$ cat config.mk
export PLATFORM = sky130hd
export DESIGN_NAME = addr_inflight_tracker
export DESIGN_NICKNAME = d
export VERILOG_FILES = /design/src/rtl/atrk_pkg.sv /design/src/rtl/atrk_match.sv /design/src/rtl/atrk_pick.sv /design/src/rtl/atrk_squash_sel.sv /design/src/rtl/addr_inflight_tracker.sv
export SDC_FILE = /design/constraint.sdc
export NUM_CORES = 1
export LEC_CHECK = 0
export BUFFER_PORTS_ARGS = -buffer_cell sky130_fd_sc_hd__buf_2
export CORE_UTILIZATION = 33
export CTS_BUF_LIST = sky130_fd_sc_hd__clkbuf_16
export DETAILED_ROUTE_END_ITERATION = 10
export PLACE_DENSITY_LB_ADDON = 0.12
export REMOVE_ABC_BUFFERS = 1
export SYNTH_ARGS = -nofsm -noshare
export SYNTH_HDL_FRONTEND = slang
export SYNTH_SLANG_ARGS = --single-unit
$ cat constraint.sdc
create_clock -name clk -period 6.05 [get_ports clk]
set_input_delay 0.9075 -clock clk [delete_from_list [all_inputs] [get_ports clk]]
set_output_delay 0.9075 -clock clk [all_outputs]
set_load 0.05 [all_outputs]
$ cat src/rtl/atrk_pkg.sv
package atrk_pkg;

    typedef struct packed {
        logic valid;
        logic pend;
        logic tstall;
        logic sq;
    } slot_flags_t;

    localparam slot_flags_t FLAGS_EMPTY = '{valid: 1'b0, pend: 1'b0, tstall: 1'b0, sq: 1'b0};
    localparam slot_flags_t FLAGS_NEW   = '{valid: 1'b1, pend: 1'b0, tstall: 1'b0, sq: 1'b0};

endpackage

$ cat src/rtl/atrk_match.sv
module atrk_match #(
    parameter int NUM_SLOTS  = 8,
    parameter int TID_W      = 2,
    parameter int ADDR_W     = 32,
    parameter bit FETCH_PORT = 1'b0
) (
    input  logic [NUM_SLOTS-1:0]             busy,
    input  logic [NUM_SLOTS-1:0][TID_W-1:0]  row_tid,
    input  logic [NUM_SLOTS-1:0][ADDR_W-1:0] row_addr,
    input  logic [TID_W-1:0]                 q_tid,
    input  logic [ADDR_W-1:0]                q_addr,
    output logic                             conflict
);
    generate
        if (FETCH_PORT) begin : g_fetch
            assign conflict = 1'b0;
        end else begin : g_data
            logic [NUM_SLOTS-1:0] hit;
            for (genvar i = 0; i < NUM_SLOTS; i++) begin : g_row
                assign hit[i] = busy[i] && (row_tid[i] == q_tid) && (row_addr[i] == q_addr);
            end
            assign conflict = |hit;
        end
    endgenerate
endmodule

$ cat src/rtl/atrk_pick.sv
module atrk_pick #(
    parameter int NUM_SLOTS = 8,
    localparam int SLOT_W   = (NUM_SLOTS > 1) ? $clog2(NUM_SLOTS) : 1
) (
    input  logic [NUM_SLOTS-1:0] busy,
    output logic                 found,
    output logic [SLOT_W-1:0]    idx
);
    always_comb begin
        found = 1'b0;
        idx   = '0;
        for (int i = NUM_SLOTS - 1; i >= 0; i--) begin
            if (!busy[i]) begin
                found = 1'b1;
                idx   = SLOT_W'(i);
            end
        end
    end
endmodule

$ cat src/rtl/atrk_squash_sel.sv
module atrk_squash_sel #(
    parameter int NUM_SLOTS = 8,
    parameter int TID_W     = 2,
    parameter int SEQ_W     = 16
) (
    input  logic                            kill_valid,
    input  logic [TID_W-1:0]                kill_tid,
    input  logic [SEQ_W-1:0]                kill_seq,
    input  logic                            kill_memstall,
    input  logic [NUM_SLOTS-1:0]            busy,
    input  logic [NUM_SLOTS-1:0][TID_W-1:0] row_tid,
    input  logic [NUM_SLOTS-1:0][SEQ_W-1:0] row_seq,
    output logic [NUM_SLOTS-1:0]            hit
);
    logic [SEQ_W:0] bound;
    assign bound = {1'b0, kill_seq} + {{SEQ_W{1'b0}}, kill_memstall};

    generate
        for (genvar i = 0; i < NUM_SLOTS; i++) begin : g_row
            assign hit[i] = kill_valid && busy[i] && (row_tid[i] == kill_tid)
                            && ({1'b0, row_seq[i]} > bound);
        end
    endgenerate
endmodule

$ cat src/rtl/addr_inflight_tracker.sv
module addr_inflight_tracker
    import atrk_pkg::*;
#(
    parameter int NUM_SLOTS   = 8,
    parameter int NUM_THREADS = 4,
    parameter int ADDR_W      = 32,
    parameter int SEQ_W       = 16,
    parameter bit FETCH_PORT  = 1'b0,
    localparam int TID_W      = (NUM_THREADS > 1) ? $clog2(NUM_THREADS) : 1,
    localparam int SLOT_W     = (NUM_SLOTS > 1) ? $clog2(NUM_SLOTS) : 1
) (
    input  logic              clk,
    input  logic              rst_n,
    input  logic              req_valid,
    input  logic [TID_W-1:0]  req_tid,
    input  logic [ADDR_W-1:0] req_addr,
    input  logic [SEQ_W-1:0]  req_seq,
    output logic              req_grant,
    output logic              req_deny,
    output logic [SLOT_W-1:0] req_slot,
    input  logic              free_valid,
    input  logic [SLOT_W-1:0] free_slot,
    input  logic              issue_valid,
    input  logic [SLOT_W-1:0] issue_slot,
    input  logic              resp_valid,
    input  logic [SLOT_W-1:0] resp_slot,
    input  logic              xstall_set,
    input  logic [SLOT_W-1:0] xstall_set_slot,
    input  logic              xstall_clr,
    input  logic [SLOT_W-1:0] xstall_clr_slot,
    input  logic              kill_valid,
    input  logic [TID_W-1:0]  kill_tid,
    input  logic [SEQ_W-1:0]  kill_seq,
    input  logic              kill_memstall
);

    typedef struct packed {
        slot_flags_t [NUM_SLOTS-1:0]             fl;
        logic        [NUM_SLOTS-1:0][TID_W-1:0]  tid;
        logic        [NUM_SLOTS-1:0][ADDR_W-1:0] addr;
        logic        [NUM_SLOTS-1:0][SEQ_W-1:0]  seq;
        logic        [NUM_THREADS-1:0]           blk;
    } state_t;

    state_t st_d, st_q;

    logic [NUM_SLOTS-1:0] busy_q;
    logic                 conflict;
    logic                 room;
    logic [SLOT_W-1:0]    pick_idx;
    logic [NUM_SLOTS-1:0] kill_hit;
    logic                 grant_d;

    always_comb begin
        for (int i = 0; i < NUM_SLOTS; i++) busy_q[i] = st_q.fl[i].valid;
    end

    atrk_match #(
        .NUM_SLOTS (NUM_SLOTS),
        .TID_W     (TID_W),
        .ADDR_W    (ADDR_W),
        .FETCH_PORT(FETCH_PORT)
    ) u_match (
        .busy    (busy_q),
        .row_tid (st_q.tid),
        .row_addr(st_q.addr),
        .q_tid   (req_tid),
        .q_addr  (req_addr),
        .conflict(conflict)
    );

    atrk_pick #(.NUM_SLOTS(NUM_SLOTS)) u_pick (
        .busy (busy_q),
        .found(room),
        .idx  (pick_idx)
    );

    atrk_squash_sel #(
        .NUM_SLOTS(NUM_SLOTS),
        .TID_W    (TID_W),
        .SEQ_W    (SEQ_W)
    ) u_squash (
        .kill_valid   (kill_valid),
        .kill_tid     (kill_tid),
        .kill_seq     (kill_seq),
        .kill_memstall(kill_memstall),
        .busy         (busy_q),
        .row_tid      (st_q.tid),
        .row_seq      (st_q.seq),
        .hit          (kill_hit)
    );

    assign grant_d   = req_valid && !st_q.blk[req_tid] && !conflict && room;
    assign req_grant = grant_d;
    assign req_deny  = req_valid && !grant_d;
    assign req_slot  = grant_d ? pick_idx : '0;

    always_comb begin
        st_d = st_q;
        // new row
        if (grant_d) begin
            st_d.fl[pick_idx]   = FLAGS_NEW;
            st_d.tid[pick_idx]  = req_tid;
            st_d.addr[pick_idx] = req_addr;
            st_d.seq[pick_idx]  = req_seq;
        end
        // memory access issued
        if (issue_valid && st_d.fl[issue_slot].valid) begin
            st_d.fl[issue_slot].pend = 1'b1;
        end
        // translation fault halts the thread
        if (xstall_set && st_d.fl[xstall_set_slot].valid) begin
            st_d.fl[xstall_set_slot].tstall     = 1'b1;
            st_d.blk[st_d.tid[xstall_set_slot]] = 1'b1;
        end
        // memory response
        if (resp_valid && st_d.fl[resp_slot].valid) begin
            st_d.fl[resp_slot].pend = 1'b0;
            if (st_d.fl[resp_slot].sq && !st_d.fl[resp_slot].tstall) begin
                st_d.fl[resp_slot] = FLAGS_EMPTY;
            end
        end
        // translation stall ends
        if (xstall_clr && st_d.fl[xstall_clr_slot].valid && st_d.fl[xstall_clr_slot].tstall) begin
            st_d.fl[xstall_clr_slot].tstall     = 1'b0;
            st_d.blk[st_d.tid[xstall_clr_slot]] = 1'b0;
            if (st_d.fl[xstall_clr_slot].sq && !st_d.fl[xstall_clr_slot].pend) begin
                st_d.fl[xstall_clr_slot] = FLAGS_EMPTY;
            end
        end
        // squash of younger rows
        for (int i = 0; i < NUM_SLOTS; i++) begin
            if (kill_hit[i] && st_d.fl[i].valid) begin
                st_d.fl[i].sq = 1'b1;
                if (st_d.fl[i].tstall) st_d.blk[st_d.tid[i]] = 1'b0;
                if (!st_d.fl[i].pend && !st_d.fl[i].tstall) st_d.fl[i] = FLAGS_EMPTY;
            end
        end
        // explicit free has the last word
        if (free_valid) begin
            st_d.fl[free_slot] = FLAGS_EMPTY;
        end
    end

    always_ff @(posedge clk) begin
        if (!rst_n) begin
            st_q <= '0;
        end else begin
            st_q <= st_d;
        end
    end


    grant_slot_empty_chk: assert property (@(posedge clk) disable iff (!rst_n)
        req_grant |-> !busy_q[req_slot]);


    idle_quiet_chk: assert property (@(posedge clk) disable iff (!rst_n)
        !req_valid |-> (!req_grant && !req_deny));


    halted_deny_chk: assert property (@(posedge clk) disable iff (!rst_n)
        (req_valid && st_q.blk[req_tid]) |-> !req_grant);


    free_empties_chk: assert property (@(posedge clk) disable iff (!rst_n)
        free_valid |=> !busy_q[$past(free_slot)]);

    generate
        for (genvar s = 0; s < NUM_SLOTS; s++) begin : g_hold_chk

            pend_hold_chk: assert property (@(posedge clk) disable iff (!rst_n)
                (st_q.fl[s].valid && st_q.fl[s].pend
                 && !(resp_valid && resp_slot == SLOT_W'(s))
                 && !(free_valid && free_slot == SLOT_W'(s)))
                |=> busy_q[s]);
        end
    endgenerate

endmodule

-- After elaboration in Yosys (flattened, before gate mapping)
Index checks and enable logic that the tools add are counted.
- bits in registers: 436
- logic and storage cells: 382
- input port bits: 93
- bitwise logic cells: 28
- eq/ne operators: 24
- $add $sub $neg: 1
- $lt $le $gt $ge: 41
- muxes and demuxes: 126
- reduce and logical (&&, ||, !) cells: 105
- operator list (operator ; number):
    $mux W432 ; 1
    $bwmux W256 ; 1
    $eq A32 B32 Y1 ; 8
    $mux W32 ; 8
    $mux W4 ; 42
    $gt A16 B17 Y1 ; 8
    $bwmux W128 ; 1
    $bwmux W32 ; 4
    $and A32 B32 Y32 ; 3
    $demux W32 S3 ; 1
    $demux W4 S3 ; 8
    $not A32 Y32 ; 3
    $logic_and A1 B1 Y1 ; 83
    $bmux W4 S3 ; 6
    $demux W16 S3 ; 1
    $and A4 B4 Y4 ; 9
    $mux W3 ; 12
    $not A4 Y4 ; 9
    $lt A2 B3 Y1 const B ; 11
    $eq A2 B2 Y1 ; 16
    $and A24 B24 Y24 ; 1
    $lt A3 B4 Y1 const B ; 6
    $not A24 Y24 ; 1
    $logic_not A1 Y1 ; 21
    other kinds (14) ; 61

-- Longest topological paths before layout
Gate-level depths: netlist of run 1.
- word-level depth: 60
- depth in mapped cells: 18
- mapped depth without buffers: 18

-- Hierarchy
A second synthesis of run 1 with hierarchy kept.
- cells, all modules: 3195
- area, all modules: 24797.5 sq um
- modules (own cells, without submodules) (module ; sequential area each (sq um) ; area each (sq um) ; cells an instance ; instances):
    addr_inflight_tracker ; 8728.4 ; 18006.0 ; 2349 ; 1
    atrk_squash_sel ; 0.0 ; 3413.3 ; 427 ; 1
    atrk_match ; 0.0 ; 3299.4 ; 403 ; 1
    atrk_pick ; 0.0 ; 78.8 ; 16 ; 1

-- Worst setup path after synthesis of run 1
Ideal clock, no wire load.
- kind: input to register
- from: input port kill_seq[0]
- to: register st_q[1] in the netlist's numbering
- data arrival time: 4436 ps
- library setup time: 78 ps
- setup slack: 1536 ps
- required time: 5972 ps
- path buffers: 0
- stages: 16
- cells stage by stage: ha_1 ha_1 and3_1 and2_1 xnor2_1 ha_1 a21o_1 a21o_1 a21oi_1 o21ai_0 a2111oi_0 nor2_1 and3_1 and2_1 or4b_1 nor3_1
- cells in the longest elaborated chain, start to end: 26
- elaborated cells on any way between the ends: 47
- classes of those cells: 1 x add/sub; 8 x order compare; 15 x mux; 7 x bitwise; 16 x reduce/logical
- ends and longest elaborated chain (item ; RTL line ; source):
    from (decl) ; addr_inflight_tracker.sv:33 ; input logic [SEQ_W-1:0] kill_seq,
    $add A16 B1 Y17 * ; atrk_squash_sel.sv:16 ; assign bound = {1'b0, kill_seq} + {{SEQ_W{1'b0}}, kill_memstall};
    $gt A16 B17 Y1 ; atrk_squash_sel.sv:21 ; && ({1'b0, row_seq[i]} > bound);
    $logic_and A1 B1 Y1 ; atrk_squash_sel.sv:21 ;
    $logic_and A1 B1 Y1 ; addr_inflight_tracker.sv:133 ; if (kill_hit[i] && st_d.fl[i].valid) begin
    $mux W4 ; addr_inflight_tracker.sv:133 ;
    $and A4 B4 Y4 (no source line) ; n/a ;
    $mux W4 ; addr_inflight_tracker.sv:135 ; if (st_d.fl[i].tstall) st_d.blk[st_d.tid[i]] = 1'b0;
    $mux W4 ; addr_inflight_tracker.sv:133 ;
    (+10 left out) ; n/a ;
    $mux W4 ; addr_inflight_tracker.sv:135 ;
    $mux W4 ; addr_inflight_tracker.sv:133 ;
    $and A4 B4 Y4 (no source line) ; n/a ;
    $mux W4 ; addr_inflight_tracker.sv:135 ;
    $mux W4 ; addr_inflight_tracker.sv:133 ;
    $and A4 B4 Y4 (no source line) ; n/a ;
    $mux W4 ; addr_inflight_tracker.sv:135 ;
    $mux W4 * ; addr_inflight_tracker.sv:133 ;
    to (signal assigned) ; addr_inflight_tracker.sv:149 ; st_q <= st_d;
    to (decl) ; addr_inflight_tracker.sv:45 ; state_t st_d, st_q;
Every way passes the cells marked *; elsewhere a longest branch is shown, timed or not.
A chain may end at the register's enable or synchronous reset.

-- Final worst setup path of run 1
- from: register st_q, in the netlist busy_q[7]
- to: register st_q, in the netlist busy_q[0]
- cells in the longest elaborated chain, start to end: 42
- elaborated cells on any way between the ends: 72
- classes of those cells: 2 x order compare; 44 x mux; 6 x bitwise; 20 x reduce/logical
- ends and longest elaborated chain (item ; RTL line ; source):
    $mux W3 (8 in a row) ; atrk_pick.sv:13 ; if (!busy[i]) begin
    $lt A3 B4 Y1 (not written as such) or $ge A3 B1 Y1 (tied branches) ; addr_inflight_tracker.sv:102 ; st_d.fl[pick_idx] = FLAGS_NEW;
    $logic_and A1 B1 Y1 (not written as such) ; addr_inflight_tracker.sv:102 ;
    $mux W4 (not written as such) ; addr_inflight_tracker.sv:102 ;
    $demux W4 S3 ; addr_inflight_tracker.sv:102 ;
    $or A8 B8 Y8 (no source line) ; n/a ;
    $mux W432 * ; addr_inflight_tracker.sv:101 ; if (grant_d) begin
    $bmux W4 S3 ; addr_inflight_tracker.sv:108 ; if (issue_valid && st_d.fl[issue_slot].valid) begin
    (+19 left out) ; n/a ;
    $mux W32 ; addr_inflight_tracker.sv:127 ; if (st_d.fl[xstall_clr_slot].sq && !st_d.fl[xstall_clr_slot].pend) begin
    $mux W32 * ; addr_inflight_tracker.sv:124 ; if (xstall_clr && st_d.fl[xstall_clr_slot].valid && st_d.fl[xstall_clr_slot].tstall) begin
    $logic_not A1 Y1 ; addr_inflight_tracker.sv:136 ; if (!st_d.fl[i].pend && !st_d.fl[i].tstall) st_d.fl[i] = FLAGS_EMPTY;
    $logic_and A1 B1 Y1 ; addr_inflight_tracker.sv:136 ;
    $mux W4 ; addr_inflight_tracker.sv:136 ;
    $mux W4 * ; addr_inflight_tracker.sv:133 ;
    $and A32 B32 Y32 (no source line) ; n/a ;
    $mux W32 * ; addr_inflight_tracker.sv:140 ; if (free_valid) begin
Every way passes the cells marked *; elsewhere a longest branch is shown, timed or not. The select of a mux whose other input is x is not followed.

==> metrics.txt, run 1 <==
hpwl dp 70100 um; Synth cell types 85; Final Hold Viols 0; LEAKAGE 9.80 nW; CORE AREA roughly 73000 um^2; multiplexer share of the synthesized area 0.00639; Total Power around 6.9 mW; layout cells sized above 1 0.115; Clock Latency Late Sink 0.61 ns; clock tree buffer depth 3; vias per cell ~5.4; Diodes inserted 0; outcome finished with violations; count leader, synth nand2_1; Filler cells 7650; Syn-to-layout area delta 13.3%; die height approximately 270 um; EDFF count, synth 0; min cycle time layout approximately 5.4 ns; vias in the first global route around 22000; CTS sink cnt 436; post-synthesis compound-gate area fraction 0.168; worst hold slack around 0.45 ns; drc violations 3; io pins approximately 100; Post-CTS Hold Buffers 0; Synth Flop Type dfxtp_1; HP Class reg -> reg; top post-synthesis cells by area dfxtp_1 36%, nand2_1 13%, xnor2_1 9.3%; clk root buf clkbuf_16; H-tree Lvls 2; Site Rows 99; main combinational cell family by area after synthesis simple AND/OR/NAND/NOR gates; drt wl/cell 23.5 um; TritonRoute pass-1 iters 8; CP dominant cell by count buf_4; count of input and output buffers 97; power density over the cells 247 nW/um^2; setup_tns 0 ns; first-pass GRT wire length 145000 um; 1st-iter DRT viols between 1500 and 2000; CP arrival 5.97 ns; Slew @ Worst Pin 1.24 ns; failing checks design-rule violations; Post-Route WL 98700 um; Avg Cell Area, Syn 7.80 um^2; max frequency 0.184 GHz; Max Cap Viol 0; CP Launch Type register; Post-Syn Area approximately 24000 um^2; Slew Viols, Final 0; FFs w/ async S/R, synth 0; Routed Antenna Nets 0; worst endpoint required time 6.59 ns; period utilization 0.899; critical path type reg -> reg; CP max stage cell dfxtp_1; # Post-CTS Setup Buffers 0; Setup Viol. Count Final 0; Die Area 75300 um^2; post-synthesis xor/xnor area fraction 0.109; worst IR drop on VDD 0.202 mV; Simple-Gate Fraction of Synth Area 0.232; RePlAce Congestion 0.973; GRT Util Overall 0.258; initial antenna violation count 2; initial core utilization 0.334; synth warn 0; NumNets Final 3416; largest net degree at the start of global routing 238; Post-synth top cells 838 x nand2_1, 444 x a21oi_1, 436 x dfxtp_1, 261 x xnor2_1, 138 x clkbuf_1; Post-CTS Resized 0; crit-path max cell delay 0.95 ns; post-layout util 0.379; share of the synthesized area in the top cell type 0.356; Seq/Total Area, Yosys 0.356; CTS buffer count 54; leading area contributor after synthesis dfxtp_1; Post-Synthesis Cells 3140; GRT overflow 0; worst clock skew 0.0302 ns; worst path cell trace nand4_1 -> nor4_1 -> nand3_2 -> nand4_4 -> buf_4 -> nor4b_4 -> buf_4 -> and2_2 -> o31ai_1 -> or2_2 -> o21ai_0 -> o221a_2 -> and2_1 -> a211o_1 -> a21oi_1; post-synthesis register bit count around 440; CTS tree built; Worst setup EP type register; Die Wd 274 um; Slew Limit Headroom 0.170; RSZ-0062 raised after global routing no; post-synthesis adder-cell area fraction 0.0664; Max FO, Critical Path 8; Vias 22558; Worst-path clk slew 0.05 ns
## final cells by class
class / instances / area [um^2] / area share
multi-input combinational: 2410 / 14300 / 0.515
sequential: 436 / 8730 / 0.315
timing repair buffer: 247 / 1750 / 0.0631
clock buffer: 55 / 1380 / 0.0496
tap: 959 / 1200 / 0.0433
clock inverter: 43 / 223 / 0.00803
inverter: 44 / 173 / 0.00623
## cell families after synthesis
| kind of cell | Yosys count |
|---|---|
| buf+inv | 294 |
| compound gates | 698 |
| mux | 15 |
| fa+ha+maj | 130 |
| xor+xnor | 304 |
| flops | 436 |
| simple gates | 1263 |
## power breakdown
group          leakage [nW]  internal (mW)  switching, mW  total, mW
Clock                 0.840           1.68           1.32       3.00
Sequential             3.52           2.92         0.0420       2.96
Combinational          5.44          0.311          0.580      0.892
## routing by layer
metal / GRT usage / part of all wire
met5: 0 / 0.00050
met4: 0.0727 / 0.027
met3: 0.0264 / 0.051
met2: 0.436 / 0.47
met1: 0.346 / 0.45
## cell usage in the layout, fill, tap and decap left out, drive strengths merged, types with 18 or more instances in the layout
master / count
nand2: 840
nand4: 101
dfxtp: 436
nor4: 30
a211oi: 23
nor2b: 34
nand3: 47
xnor2: 261
xor2: 43
nand2b: 19
a21o: 19
and2: 24
nor3: 32
a21oi: 444
inv: 58
nor2: 74
buf: 247
o21ai: 49
and3: 19
a31oi: 18
o21a: 30
ha: 130
clkinv: 28
clkbuf: 55
## worst max-delay path, delay by kind of cell, from the launching register on
family	cells	cell delay, ns
AO/OA/AOI/OAI	5	1.78
buffers and inverters	2	0.34
flip-flops	1	0.95
AND/OR/NAND/NOR	8	2.26
## per-stage QoR
| stage | instances | worst slack (ns) | cell area, um^2 |
|---|---|---|---|
| 2_1_floorplan | 2890 | 0.199 | 23100 |
| 3_3_place_gp | 4096 | 0.224 | 26100 |
| 3_5_place_dp | 4096 | 0.247 | 26100 |
| 4_1_cts | 4194 | 0.852 | 27700 |
| 5_1_grt | 4194 | 0.669 | 27700 |
| 6_report | 4194 | 0.612 | 27700 |
## path summary, 6_finish.rpt
kind | slack, ns | cells past startpoint | start | end
setup / recovery | 0.61 | 15 | busy_q[7] | busy_q[0]
hold reg to reg | 0.45 | 2 | register | register
hold / removal | 0.45 | 2 | register | register
setup reg to reg | 0.61 | 15 | busy_q[7] | busy_q[0]
(Power assumes the default switching activity.)
==> inputs of run 2 (changes only) <==
--- a/config.mk
+++ b/config.mk
@@ -6,10 +6,11 @@
 export NUM_CORES = 1
 export LEC_CHECK = 0
 export BUFFER_PORTS_ARGS = -buffer_cell sky130_fd_sc_hd__buf_2
-export CORE_UTILIZATION = 33
+export CORE_UTILIZATION = 45
 export CTS_BUF_LIST = sky130_fd_sc_hd__clkbuf_16
 export DETAILED_ROUTE_END_ITERATION = 10
 export PLACE_DENSITY_LB_ADDON = 0.12
+export RECOVER_POWER = 50
 export REMOVE_ABC_BUFFERS = 1
 export SYNTH_ARGS = -nofsm -noshare
 export SYNTH_HDL_FRONTEND = slang
==> run 2 against run 1 <==
The run ends with max-capacitance violations, max-slew violations left. Register-to-register slack improved by 0.06 ns. Critical path type is now in -> reg. Non-clock buffer count is 41 higher. First-iteration DRC count shrank 3.9%. Utilization grew 13 points.
==> metrics.txt, run 2 (synthesized netlist as in run 1, its figures left out) <==
outcome finished with violations; failing checks max-capacitance violations, max-slew violations; RePlAce Congestion 1.00; H-tree Lvls 2; 1st-iter DRT viols 1883; Die Area about 55000 um^2; CP Launch Type primary input; worst path cell trace buf_2 -> clkbuf_1 -> xnor2_1 -> nand4_1 -> nor4_1 -> nand3_1 -> nand3_1 -> buf_4 -> nor4b_4 -> clkbuf_2 -> and2_0 -> o31ai_1 -> or4_4 -> nor3_4 -> a211oi_2 -> buf_4 -> o21ai_1 -> o21ai_1 -> nor2_1; io pins 98; period utilization 0.944; die height about 240 um; worst hold slack 0.455 ns; vias per cell 5.83; HP Class reg -> reg; CTS buffer count 50; Die Wd 235 um; # Post-CTS Setup Buffers 0; Syn-to-layout area delta 12.9%; layout cells sized above 1 0.121; RSZ-0062 raised after global routing no; Final Hold Viols 0; drt wl/cell 23.9 um; Worst-path clk slew about 0.060 ns; first-pass GRT wire length 141000 um; min cycle time layout 5.71 ns; Post-CTS Hold Buffers 0; CTS tree built; Max Cap Viol 4; Post-Route WL between 90000 and 100000 um; NumNets Final 3453; drc violations 0; GRT Util Overall 0.337; LEAKAGE 9.92 nW; clk root buf clkbuf_16; setup_tns 0 ns; Filler cells 5297; Post-Layout Cell Count 3966; Setup Viol. Count Final 0; r2r setup slk 0.67 ns; max frequency 0.175 GHz; worst IR drop on VDD 0.211 mV; worst clock skew roughly 0.025 ns; cell count of the worst reg-to-reg path 10; CTS sink cnt 436; power density over the cells around 250 nW/um^2; Vias 23119; Post-CTS Resized 0; Slew Limit Headroom -1.08; FF-to-FF Start busy_q[7]; commonest non-fill, non-tap cell in the layout nand2_1; critical path type in -> reg; hpwl dp around 67000 um; number of instances in the placed design 3874; Worst Hold Depth 2; CP arrival 6.21 ns; Site Rows 85; initial antenna violation count 3; Max FO, Critical Path 21; TritonRoute pass-1 iters 5; Clock Latency Late Sink 0.63 ns; Routed Antenna Nets 0; GRT overflow 0; worst endpoint required time 6.55 ns; Slew Viols, Final 170; initial core utilization 0.455; Slew @ Worst Pin 3.13 ns; Worst setup EP type register; clock tree buffer depth 3; count of input and output buffers a little under 100; crit-path max cell delay 0.82 ns; largest net degree at the start of global routing 152; CORE AREA 53800 um^2; most frequent cells in the layout 834 x nand2_1, 442 x a21oi_1, 436 x dfxtp_1, 261 x xnor2_1, 165 x buf_4; vias in the first global route approximately 22000; CP max stage cell nor4_1
==> run 2: report_power, final <==
group / switching [mW] / internal [mW]
logic: 0.584 / 0.324
clock network: 1.33 / 1.72
registers: 0.0388 / 2.92
==> run 2: worst max-delay path by stage <==
stage            startpoint   endpoint  slack, ns  depth (start not counted)
2_1_floorplan    req_tid[1]    st_q[1]       0.20                         12
3_3_place_gp   req_addr[22]  busy_q[2]       0.26                         20
3_5_place_dp   req_addr[22]  busy_q[2]       0.25                         20
4_1_cts        req_addr[22]  busy_q[5]       0.88                         19
5_1_grt        req_addr[22]   register       0.35                         14
6_report       req_addr[22]  busy_q[2]       0.34                         19
==> run 2: through the flow <==
| step | utilization | total power [mW] | worst slack, ns | cell area (um^2) |
|---|---|---|---|---|
| finish | 0.514 | 6.91 | 0.341 | 27600 |
| global placement | 0.485 | 3.91 | 0.260 | 26100 |
| detailed placement | 0.485 | 3.92 | 0.253 | 26100 |
| floorplan | - | 3.45 | 0.199 | 23100 |
| global route | 0.514 | 7.12 | 0.347 | 27600 |
| CTS | 0.515 | 6.94 | 0.882 | 27700 |
==> run 2: critical path: cells and delay by family <==
kind	cells	cell delay (ns)
simple gates	9	2.18
compound gates	4	1.60
xor+xnor	1	0.17
buf+inv	5	1.31
==> run 2: final cells by class <==
cell class / instances / area [um^2] / area share
multi-input cells: 2410 / 14300 / 0.517
diodes: 2 / 5.00 / 0.000181
repair buffers: 288 / 1990 / 0.0720
flip-flops and latches: 436 / 8730 / 0.316
clock buffers: 50 / 1250 / 0.0453
clock inverters: 40 / 347 / 0.0125
well taps: 696 / 871 / 0.0315
inverters: 44 / 173 / 0.00625
==> run 2: metal layers <==
metal	up-vias	share of wire	global-route usage
met5	-	0.00014	0
met4	2	0.052	0.168
met3	240	0.069	0.0444
met2	923	0.47	0.565
met1	11066	0.41	0.426
li1	10888	-	-
==> inputs of run 3 (changes only) <==
--- a/config.mk
+++ b/config.mk
@@ -6,6 +6,7 @@
 export NUM_CORES = 1
 export LEC_CHECK = 0
 export BUFFER_PORTS_ARGS = -buffer_cell sky130_fd_sc_hd__buf_2
+export CORE_ASPECT_RATIO = 0.75
 export CORE_UTILIZATION = 45
 export CTS_BUF_LIST = sky130_fd_sc_hd__clkbuf_16
 export DETAILED_ROUTE_END_ITERATION = 10
==> run 3 against run 2 <==
The flow still finishes with violations (max-capacitance violations, max-slew violations). Utilization shrank 0.50 points. Die area is essentially flat. Via count grew 0.45%. Combinational power shrank 2%. Sequential share of layout area grew 0.59 points. Sequential cell count is the same. Worst hold slack lost 0.0036 ns. Count of clock-buffer cells in the layout shrank 2. Largest cell class unchanged.
==> metrics.txt, run 3 (synthesized netlist as in run 1, its figures left out) <==
1st-iter DRT viols 2615; H-tree Lvls 2; Slew Limit Headroom -0.626; Worst Hold Depth 2; Clock Latency Late Sink roughly 0.61 ns; period utilization 0.924; count of input and output buffers 97; TritonRoute pass-1 iters 5; NumNets Final 3421; Max Cap Viol 5; clock tree buffer depth 3; Site Rows 73; critical path type in -> reg; outcome finished with violations; worst IR drop on VDD 0.245 mV; Die Wd 271 um; delay-heaviest family, CP simple AND/OR/NAND/NOR gates; vias in the first global route 21479; crit-path max cell delay 0.79 ns; Syn-to-layout area delta 10.8%; io pins 98; GRT overflow 0; CTS tree built; Routed Antenna Nets 0; hpwl dp 67200 um; GRT Util Overall 0.335; drc violations 0; CP Launch Type primary input; Total Power about 6.6 mW; max frequency 0.179 GHz; Worst-path clk slew 0.07 ns; Max FO, Critical Path 27; initial core utilization 0.459; Setup Viol. Count Final 0; Worst setup EP type register; RePlAce Congestion 1.01; die height 204 um; LEAKAGE approximately 9.7 nW; Slew Viols, Final 234; FF-to-FF Start busy_q[7]; min cycle time layout 5.59 ns; layout cells sized above 1 0.107; Die Area 55400 um^2; reg-to-reg endpoint st_q[2]; power density over the cells 244 nW/um^2; most frequent cells in the layout 839 x nand2_1, 444 x a21oi_1, 436 x dfxtp_1, 261 x xnor2_1, 138 x buf_4; WP buf/inv 4; Post-CTS Hold Buffers 0; drt wl/cell between 20 and 25 um; CORE AREA 53300 um^2; Final Hold Viols 0; worst endpoint required time 6.54 ns; clk root buf clkbuf_16; CP max stage cell nor4b_1; # Post-CTS Setup Buffers 0; RSZ-0062 raised after global routing no; r2r setup slk 0.57 ns; worst clock skew 0.0282 ns; Post-Route WL approximately 95000 um; worst path cell trace buf_2 -> xnor2_1 -> nand4_1 -> nor4_1 -> nand3_2 -> nand4_4 -> nor4b_1 -> clkbuf_1 -> and2_0 -> clkbuf_1 -> a21oi_1 -> a221oi_1 -> and3_1 -> buf_4 -> or3b_1 -> nand3_1 -> nor4_1; CTS sink cnt 436; commonest non-fill, non-tap cell in the layout nand2_1; cell count of the worst reg-to-reg path 15; first-pass GRT wire length 139000 um; initial antenna violation count 6; failing checks max-capacitance violations, max-slew violations; largest net degree at the start of global routing around 140; vias per cell 5.89; Vias roughly 23000; CTS buffer count 47; Slew @ Worst Pin around 2.4 ns; Post-CTS Resized 0; HP Class reg -> reg; setup_tns 0 ns; CP arrival 6.08 ns
-- run 3: worst register-to-register path, cell delays in order (launching register included) --
cell and delay, ns:
dfxtp_1 0.75, nor2b_1 0.11, o21ai_1 0.13, a21boi_0 0.11
o21ai_1 0.54, nor4b_1 0.76, clkbuf_1 0.27, and2_0 0.48
clkbuf_1 0.76, a21oi_1 0.24, a221oi_1 0.32, and3_1 0.24
buf_4 0.13, or3b_1 0.10, nand3_1 0.12, nor4_1 0.32
-- run 3: final cells by class --
class	count	area [um^2]
Fill cell	5269	26200
Multi-Input combinational cell	2410	14200
Sequential cell	436	8730
Timing Repair Buffer	259	1680
Clock buffer	48	1200
Tap cell	712	891
Clock inverter	31	213
Inverter	44	173
Antenna cell	3	7.51
-- run 3: routing by layer --
metal,share of wire,GRT usage,up-vias
li1,-,-,10799
met5,0.00075,0.0211,-
met3,0.11,0.0928,139
met1,0.46,0.492,11195
met2,0.40,0.468,1087
met4,0.025,0.100,2
-- run 3: per-stage QoR --
stage	instances	worst slack [ns]	hold WS, ns	area [um^2]	util
2_1_floorplan	2890	0.199	0.432	23100	-
3_3_place_gp	3861	0.192	0.443	25800	0.484
3_5_place_dp	3861	0.235	0.450	25800	0.484
4_1_cts	3940	0.832	0.458	27200	0.511
5_1_grt	3942	0.339	0.472	27100	0.509
6_report	3943	0.461	0.452	27100	0.509
-- run 3: report_power, final --
part           internal [mW]  switching (mW)  total (mW)  leakage (nW)
sequential              2.92          0.0411        2.96          3.52
clock                   1.51            1.26        2.78         0.746
combinational          0.306           0.586       0.892          5.39
total                   4.74            1.89        6.63          9.65
-- run 3: worst max-delay path by stage --
stage	end	cells after the start	from
2_1_floorplan	st_q[1]	12	req_tid[1]
3_3_place_gp	busy_q[3]	16	req_tid[1]
3_5_place_dp	st_q[416]	17	req_tid[1]
4_1_cts	st_q[424]	17	req_tid[1]
5_1_grt	st_q[424]	18	req_tid[1]
6_report	st_q[2]	17	req_tid[1]
